===== src/rtl/sysopt_pkg.sv =====
package sysopt_pkg;
    typedef enum logic {
        LK_OPEN   = 1'b0,
        LK_SEALED = 1'b1
    } lock_state_e;

    localparam int REG_COUNT   = 2;
    localparam int ADDR_W      = 1;
    localparam int OPT_DW      = 8;

    localparam logic [ADDR_W-1:0] ADDR_PIN   = 1'b0;
    localparam logic [ADDR_W-1:0] ADDR_ROUTE = 1'b1;

    localparam int PIN_DBG_BIT = 1;
    localparam int PIN_RST_BIT = 0;
    localparam int RT_WDOG_BIT = 7;
    localparam int RT_SPI_BIT  = 4;
endpackage


===== src/rtl/sysopt_lock_fsm.sv =====
module sysopt_lock_fsm
    import sysopt_pkg::*;
(
    input  logic clk,
    input  logic clr,
    input  logic wr_hit,
    output logic sealed
);
    lock_state_e state_q, state_d;

    always_ff @(posedge clk) begin
        if (clr) state_q <= LK_OPEN;
        else     state_q <= state_d;
    end

    always_comb begin
        state_d = state_q;
        unique case (state_q)
            LK_OPEN:   if (wr_hit) state_d = LK_SEALED;
            LK_SEALED: state_d = LK_SEALED;
            default:   state_d = LK_OPEN;
        endcase
    end

    always_comb begin
        sealed = (state_q == LK_SEALED);
    end

    AST_IDLE_KEEPS_OPEN: assert property (@(posedge clk) disable iff (clr)
        (state_q == LK_OPEN && !wr_hit) |=> (state_q == LK_OPEN));
    AST_WRITE_SEALS: assert property (@(posedge clk) disable iff (clr)
        wr_hit |=> sealed);
endmodule


===== src/rtl/sysopt_route_decode.sv =====
module sysopt_route_decode #(
    parameter int NUM_CMP    = 2,
    parameter int PORT_W     = 8,
    parameter int SPI_PINS   = 4,
    parameter int SPI_B_BASE = 2,
    parameter int SPI_E_BASE = 0
) (
    input  logic               dbg_en,
    input  logic               rst_en,
    input  logic               wdog_sel,
    input  logic               spi_alt,
    input  logic [NUM_CMP-1:0] cmp_en,
    output logic               dbg_pin_sel,
    output logic               rst_pin_sel,
    output logic               rst_pin_pullup,
    output logic               wdog_clk_bus,
    output logic [PORT_W-1:0]  spi_portb_pins,
    output logic [PORT_W-1:0]  spi_porte_pins,
    output logic [NUM_CMP-1:0] cmp_cap_en
);
    localparam logic [PORT_W-1:0] GROUP = PORT_W'((1 << SPI_PINS) - 1);
    localparam logic [PORT_W-1:0] MASK_B = GROUP << SPI_B_BASE;
    localparam logic [PORT_W-1:0] MASK_E = GROUP << SPI_E_BASE;

    always_comb begin
        dbg_pin_sel    = dbg_en;
        rst_pin_sel    = rst_en;
        rst_pin_pullup = rst_en;
        wdog_clk_bus   = wdog_sel;
        spi_portb_pins = spi_alt ? '0 : MASK_B;
        spi_porte_pins = spi_alt ? MASK_E : '0;
        cmp_cap_en     = cmp_en;
    end
endmodule


===== src/rtl/sysopt_regs.sv =====
module sysopt_regs
    import sysopt_pkg::*;
#(
    parameter int NUM_CMP = 2,
    parameter int PORT_W  = 8
) (
    input  logic               clk,
    input  logic               por,
    input  logic               sys_rst,
    input  logic [ADDR_W-1:0]  bus_addr,
    input  logic               bus_wr,
    input  logic [OPT_DW-1:0]  bus_wdata,
    output logic [OPT_DW-1:0]  bus_rdata,
    output logic               dbg_pin_sel,
    output logic               rst_pin_sel,
    output logic               rst_pin_pullup,
    output logic               wdog_clk_bus,
    output logic [PORT_W-1:0]  spi_portb_pins,
    output logic [PORT_W-1:0]  spi_porte_pins,
    output logic [NUM_CMP-1:0] cmp_cap_en
);
    localparam logic [OPT_DW-1:0] PIN_MASK =
        OPT_DW'((1 << PIN_DBG_BIT) | (1 << PIN_RST_BIT));
    localparam logic [OPT_DW-1:0] ROUTE_MASK =
        OPT_DW'((1 << RT_WDOG_BIT) | (1 << RT_SPI_BIT) | ((1 << NUM_CMP) - 1));

    logic                 gen_rst;
    logic [REG_COUNT-1:0] wr_hit;
    logic [REG_COUNT-1:0] sealed;

    logic               dbg_q;
    logic               rst_pin_q;
    logic               wdog_q;
    logic               spi_q;
    logic [NUM_CMP-1:0] cmp_q;

    assign gen_rst = por | sys_rst;

    always_comb begin
        for (int i = 0; i < REG_COUNT; i++) begin
            wr_hit[i] = bus_wr && !gen_rst && (bus_addr == ADDR_W'(i));
        end
    end

    for (genvar g = 0; g < REG_COUNT; g++) begin : gen_lock
        sysopt_lock_fsm u_lock (
            .clk    (clk),
            .clr    (gen_rst),
            .wr_hit (wr_hit[g]),
            .sealed (sealed[g])
        );
    end

    // Reset-pin enable: cleared only by power-on reset.
    always_ff @(posedge clk) begin
        if (por)
            rst_pin_q <= 1'b0;
        else if (wr_hit[ADDR_PIN] && !sealed[ADDR_PIN])
            rst_pin_q <= bus_wdata[PIN_RST_BIT];
    end

    // Debug-pin enable: set by every reset.
    always_ff @(posedge clk) begin
        if (gen_rst)
            dbg_q <= 1'b1;
        else if (wr_hit[ADDR_PIN] && !sealed[ADDR_PIN])
            dbg_q <= bus_wdata[PIN_DBG_BIT];
    end

    // Routing register: one write-once bit, the rest free.
    always_ff @(posedge clk) begin
        if (gen_rst) begin
            wdog_q <= 1'b0;
            spi_q  <= 1'b0;
            cmp_q  <= '0;
        end else if (wr_hit[ADDR_ROUTE]) begin
            if (!sealed[ADDR_ROUTE])
                wdog_q <= bus_wdata[RT_WDOG_BIT];
            spi_q <= bus_wdata[RT_SPI_BIT];
            cmp_q <= bus_wdata[NUM_CMP-1:0];
        end
    end

    always_comb begin
        bus_rdata = '0;
        unique case (bus_addr)
            ADDR_PIN: begin
                bus_rdata[PIN_DBG_BIT] = dbg_q;
                bus_rdata[PIN_RST_BIT] = rst_pin_q;
            end
            ADDR_ROUTE: begin
                bus_rdata[RT_WDOG_BIT]  = wdog_q;
                bus_rdata[RT_SPI_BIT]   = spi_q;
                bus_rdata[NUM_CMP-1:0]  = cmp_q;
            end
            default: bus_rdata = '0;
        endcase
    end

    sysopt_route_decode #(
        .NUM_CMP (NUM_CMP),
        .PORT_W  (PORT_W)
    ) u_decode (
        .dbg_en         (dbg_q),
        .rst_en         (rst_pin_q),
        .wdog_sel       (wdog_q),
        .spi_alt        (spi_q),
        .cmp_en         (cmp_q),
        .dbg_pin_sel    (dbg_pin_sel),
        .rst_pin_sel    (rst_pin_sel),
        .rst_pin_pullup (rst_pin_pullup),
        .wdog_clk_bus   (wdog_clk_bus),
        .spi_portb_pins (spi_portb_pins),
        .spi_porte_pins (spi_porte_pins),
        .cmp_cap_en     (cmp_cap_en)
    );

    AST_DBG_SEALED_HOLD: assert property (@(posedge clk) disable iff (gen_rst)
        (sealed[ADDR_PIN] && wr_hit[ADDR_PIN]) |=> $stable(dbg_pin_sel));
    AST_RSTPIN_SURVIVES: assert property (@(posedge clk) disable iff (por)
        sys_rst |=> $stable(rst_pin_sel));
    AST_WDOG_SEALED_HOLD: assert property (@(posedge clk) disable iff (gen_rst)
        (sealed[ADDR_ROUTE] && wr_hit[ADDR_ROUTE]) |=> $stable(wdog_clk_bus));
    AST_SPI_ONE_PORT: assert property (@(posedge clk) disable iff (gen_rst)
        $countones(spi_portb_pins | spi_porte_pins) == 4);
    AST_UNUSED_READ_ZERO: assert property (@(posedge clk) disable iff (gen_rst)
        (bus_rdata & ~((bus_addr == ADDR_PIN) ? PIN_MASK : ROUTE_MASK)) == '0);
    AST_POR_RESTORES: assert property (@(posedge clk)
        por |=> (dbg_pin_sel && !rst_pin_sel && !wdog_clk_bus && (cmp_cap_en == '0)));
endmodule


===== config.mk =====
export PLATFORM = sky130hd
export DESIGN_NAME = sysopt_regs
export DESIGN_NICKNAME = d
export VERILOG_FILES = /design/src/rtl/sysopt_pkg.sv /design/src/rtl/sysopt_lock_fsm.sv /design/src/rtl/sysopt_route_decode.sv /design/src/rtl/sysopt_regs.sv
export SDC_FILE = /design/constraint.sdc
export NUM_CORES = 1
export LEC_CHECK = 0
export ABC_AREA = 0
export BUFFER_PORTS_ARGS = -buffer_cell sky130_fd_sc_hd__buf_2
export CELL_PAD_IN_SITES_DETAIL_PLACEMENT = 1
export CELL_PAD_IN_SITES_GLOBAL_PLACEMENT = 1
export CORE_ASPECT_RATIO = 1.25
export CORE_MARGIN = 2
export CORE_UTILIZATION = 26
export CTS_CLUSTER_DIAMETER = 150
export CTS_CLUSTER_SIZE = 25
export DETAILED_ROUTE_END_ITERATION = 7
export PLACE_DENSITY = 0.77
export SLEW_MARGIN = 20
export SYNTH_ARGS = -nofsm -noshare
export SYNTH_HDL_FRONTEND = slang
export SYNTH_SLANG_ARGS = --single-unit

===== constraint.sdc =====
create_clock -name clk -period 1.4 [get_ports clk]
set_clock_uncertainty 0.15 [all_clocks]
set_input_delay 0.07 -clock clk [delete_from_list [all_inputs] [get_ports clk]]
set_output_delay 0.07 -clock clk [all_outputs]
set_load 0.03 [all_outputs]

== After elaboration in Yosys (flattened, before gate mapping) ==
Cells that the tools add are included.
Cells by class
  add/sub/neg operators: 0
  multiply operators: 0
  div/mod/pow operators: 0
  order comparisons: 0
  eq/ne operators: 0
  shift-type cells: 0
  mux-type cells: 9
  bitwise operators: 4
  reduce and logical (&&, ||, !) cells: 7
Operators by type and width (count)
  $mux W6: 1
  $logic_and A1 B1 Y1: 4
  $mux W1: 4
  $mux W4: 1
  $pmux W1 S2: 2
  $pmux W2 S2: 1
  $not A1 Y1: 3
  $logic_not A1 Y1: 2
  $reduce_and A2 Y1: 1
  $or A1 B1 Y1: 1
Storage, ports and cells
  register bits: 8
  bits in latches: 0
  RAM bits: 0
  bits in read-only memories: 0
  input port bits: 13
  output and inout bits: 30
  word-level logic and storage cells: 27
  memories: 0

== Longest topological paths before layout ==
  depth after elaboration: 6
  depth in mapped cells: 3
  gate-level depth less buffers: 2

== Modules after synthesis ==
A second synthesis with hierarchy kept.
Unflattened totals
  cells, all modules: 70
  area, all modules: 639.4 um2
By module, submodules not included
  sysopt_regs: instances 1, cells each 43, area an instance 414.1 um2, seq. area each 120.1 um2
  sysopt_route_decode: instances 1, cells each 23, area an instance 165.2 um2, seq. area each 0.0 um2
  sysopt_lock_fsm: instances 2, cells each 2, area an instance 30.0 um2, seq. area each 20.0 um2

== Worst setup path after synthesis ==
Ideal clock, no wire load.
  path kind: register to register
  start point: register, netlist name wdog_q
  end point: register wdog_q
  setup time: 121 ps
  arrival time: 803 ps
  required time: 1129 ps
  path slack: 325 ps
  cell stages (with the launch flop): 3
  path buffers: 0
  clock period less this slack: 1075 ps
  cell sequence: dfxtp_1 -> nor3b_1 -> mux2_4
RTL lines
  end signal: assignment: RTL line sysopt_regs.sv:78  | wdog_q <= bus_wdata[RT_WDOG_BIT];
  end: declaration: RTL line sysopt_regs.sv:33  | logic wdog_q;

== Worst setup path in the final report ==
  start point: register cmp_q[1]
  end point: output bus_rdata[1]
Between the ends
  longest elaborated chain between the ends: 1
Ends and longest elaborated chain
  start: declaration: RTL line sysopt_regs.sv:35  | logic [NUM_CMP-1:0] cmp_q;
  start signal: assignment: RTL line sysopt_regs.sv:80  | cmp_q <= bus_wdata[NUM_CMP-1:0];
  $pmux W2 S2: RTL line sysopt_regs.sv:86  | unique case (bus_addr)
  end: declaration: RTL line sysopt_regs.sv:13  | output logic [OPT_DW-1:0] bus_rdata,
Every way passes these cells.

==> impl_metrics.yaml <==
power_and_ir_drop:
  leakage_nw: 0.3189
  power.density_nw_per_um2: 841.8
  ir_drop_v: 0.0004594
  switchingPower_w: 0.0001773
  total_power_w: 0.0005498
  intPower_w: 0.0003725
  switching_share_pct: 32.24
  seqPwrFrac_pct: 43.5
  combPwrFrac_pct: 26.1
  pwr-share-clk_pct: 30.3
synth:
  synth_common_cells: "buf_4 (20), dfxtp_1 (8), a21oi_1 (5)"
  synth_area_leader_cell: "dfxtp_1"
  ys_seq_area_share_pct: 28.07
  synth_cells: 63
  syn_area_sq_um: 570.5
  synthFlopType: "dfxtp_1"
  synth.most_common_cell: "buf_4"
  yosysUniqueCellTypes: 22
  synthTopCellsByArea: "dfxtp_1 (28%), buf_4 (26%), a21bo_1 (5.3%)"
  synth_top_cell_area_share_pct: 28.07
  ys_async_sr_fraction_pct: 0
  yosys_warnings: 0
  ys_ff_latch: 8
  syn_area_per_cell_sq_um: 9.056
  synth_edf_count: 0
sta:
  whs_ns: 0.02499
  finalCritPeriodShare_pct: 88.67
  min_period_ns: 1.241
  hold_viol_final: 0
  final-setup-viol-count: 0
  layout_setup_ws_ns: 0.1586
  rsz0062_at_grt: "no"
  setup_tns_ns: 0
  fmax_ghz: 0.8055
  slew_viol_final: 0
clock_network:
  clockBufferDepth: 2
  ctsResizeCount: 0
  cts_buffers: 3
  cts.clk_slew.worst_paths_ns: 0.05
  clkLatencyLatePin_ns: 0.25
  cts.sinks: 8
  cts_max_level: 1
  tritoncts: "done"
  cts_root_buf: "clkbuf_4"
global_route:
  antenna_found_initial: 0
  grt-ovfl-total: 0
  grt_max_degree: 16
  grt_pass1_wl_microns: 1718
  grt_pass1_vias: 395
  grt_use_total_pct: 9.193
setup_path:
  path_max_fanout: 3
  timing.rr.start: "gen_lock[1].u_lock.sealed"
  crit_path_end_kind: "output pin"
  setup.worst_path.class: "flop to output pin"
  crit_arrival_ns: 1.02
  path_cells: "mux2_1 > buf_2"
  startpoint: "cmp_q[1]"
  cp_slowest_stage_delay_ns: 0.31
  required_ns: 1.18
  slowest_stage: "dfxtp_1"
  critPathLaunchType: "flop"
floorplan:
  core_sq_um: 2027
  die_h_microns: 56.38
  ios: 43
  initial_utilization_pct: 28.15
  rows: 18
  fp.dieArea_sq_um: 2588
  die_w_microns: 45.90
detailed_routing:
  routedWlPerCell_microns: 10.19
  dr.pass1.iters: 2
  vias: 462
  via_per_inst: 4.442
  top_layer_used: "met3"
  wl_met3_microns: 114
  drcViolationCount: 0
  wl_met1_microns: 399
  detail_route.iter0.violations: 1
  wl_microns: 1060
  antenna_left: 0
  dr_wl_met2_microns: 546
min_path:
  hold_path_class: "input port to flop"
  min_from: "sys_rst"
finish:
  area_growth_pct: 14.47
  nets: 99
  diodes: 0
  num-fill-cells: 256
  drive_above_1_share_pct: 41.67
  postLayoutCellArea_sq_um: 653.1
placed_design:
  gp_congestion: 0.6459
  place_ws_ns: 0.2905
  numPortBuffers: 26
  placed_area_sq_um: 600.6
  dp_hpwl_microns: 838.3
run_status:
  status: "finished clean"
job:
  max-cap-violations: 0
[final cells by class]
cell class / instances / area [sq um] / share of cell area [%]
multi-input combinational: 42 / 277.8 / 42.53
sequential: 8 / 160.2 / 24.52
timing repair buffer: 29 / 160.2 / 24.52
tap: 20 / 25.02 / 3.831
clock buffer: 3 / 22.52 / 3.448
inverter: 2 / 7.507 / 1.149
[state kept, by name, indices dropped and copies added (netlist names)]
register,count
cmp_q,2
gen_lock.u_lock.sealed,2
dbg_q,1
rst_pin_q,1
spi_q,1
wdog_q,1
[per-layer routing]
layer / GRT usage, % / vias to the layer above
li1: - / 222
met1: 8.824 / 212
met2: 15.67 / 28
met3: 5.788 / 0
met4: 2.449 / 0
met5: 0 / -
[final timing paths]
path	endpoint	slack, ns	depth (start not counted)
setup / recovery	bus_rdata[1]	0.16	2
hold reg to reg	gen_lock[1].u_lock.sealed	0.31	2
setup reg to reg	wdog_q	0.33	2
hold / removal	dbg_q	0.02	3
[metrics by stage]
stage | cells | utilization, %
after floorplan | 74 | -
after global placement | 98 | 29.63
after detailed placement | 98 | 29.63
after CTS | 104 | 32.22
after global routing | 104 | 32.22
final | 104 | 32.22
[power groups by stage]
| stage | logic, W | clock network, W | registers (W) |
|---|---|---|---|
| finish | 0.000144 | 0.000167 | 0.000239 |
| CTS | 0.000144 | 0.000179 | 0.000239 |
| detailed placement | 0.000138 | 0 | 0.000244 |
| global placement | 0.000136 | 0 | 0.000244 |
| global route | 0.000154 | 0.000192 | 0.000240 |
| floorplan | 0.000132 | 0 | 0.000250 |
[cell families (layout without fill, tap and decap cells)]
logic type,count (synthesis),after routing,share of synthesized area (%)
AOI/OAI and AO/OA,8,8,9.649
buffers and inverters,24,34,30.48
DFF,8,8,28.07
muxes,5,5,10.09
other,1,12,0.6573
and+or+nand+nor,17,17,21.05
[cell usage in the layout, fill, tap and decap left out]
master,Yosys,routed
buf_2,1,26
mux2i_1,2,2
dfxtp_1,8,8
nor2_1,1,1
mux2_2,1,1
nor3_1,2,2
or2_2,1,1
nand3b_2,1,1
mux2_4,1,1
nor4b_2,1,1
a21oi_1,5,5
nor3b_1,2,2
and2_1,2,2
a21bo_1,3,3
dlygate4sd3_1,0,3
nand2b_1,3,3
nor3b_2,1,1
inv_1,2,2
clkbuf_4,0,3
mux2_1,1,1
nand3_1,3,3
conb_1,1,12
[worst max-delay path, delay by kind of cell, from the launching register on]
kind / cells / cell delay (ns)
DFF: 1 / 0.31
muxes: 1 / 0.29
buffers and inverters: 1 / 0.18
[repair_timing]
action,CTS,global route
endpoints found under the hold margin,5,0
buffers inserted,0,0
hold buffers,3,0
Note: power is estimated with default switching activity, not from simulation.
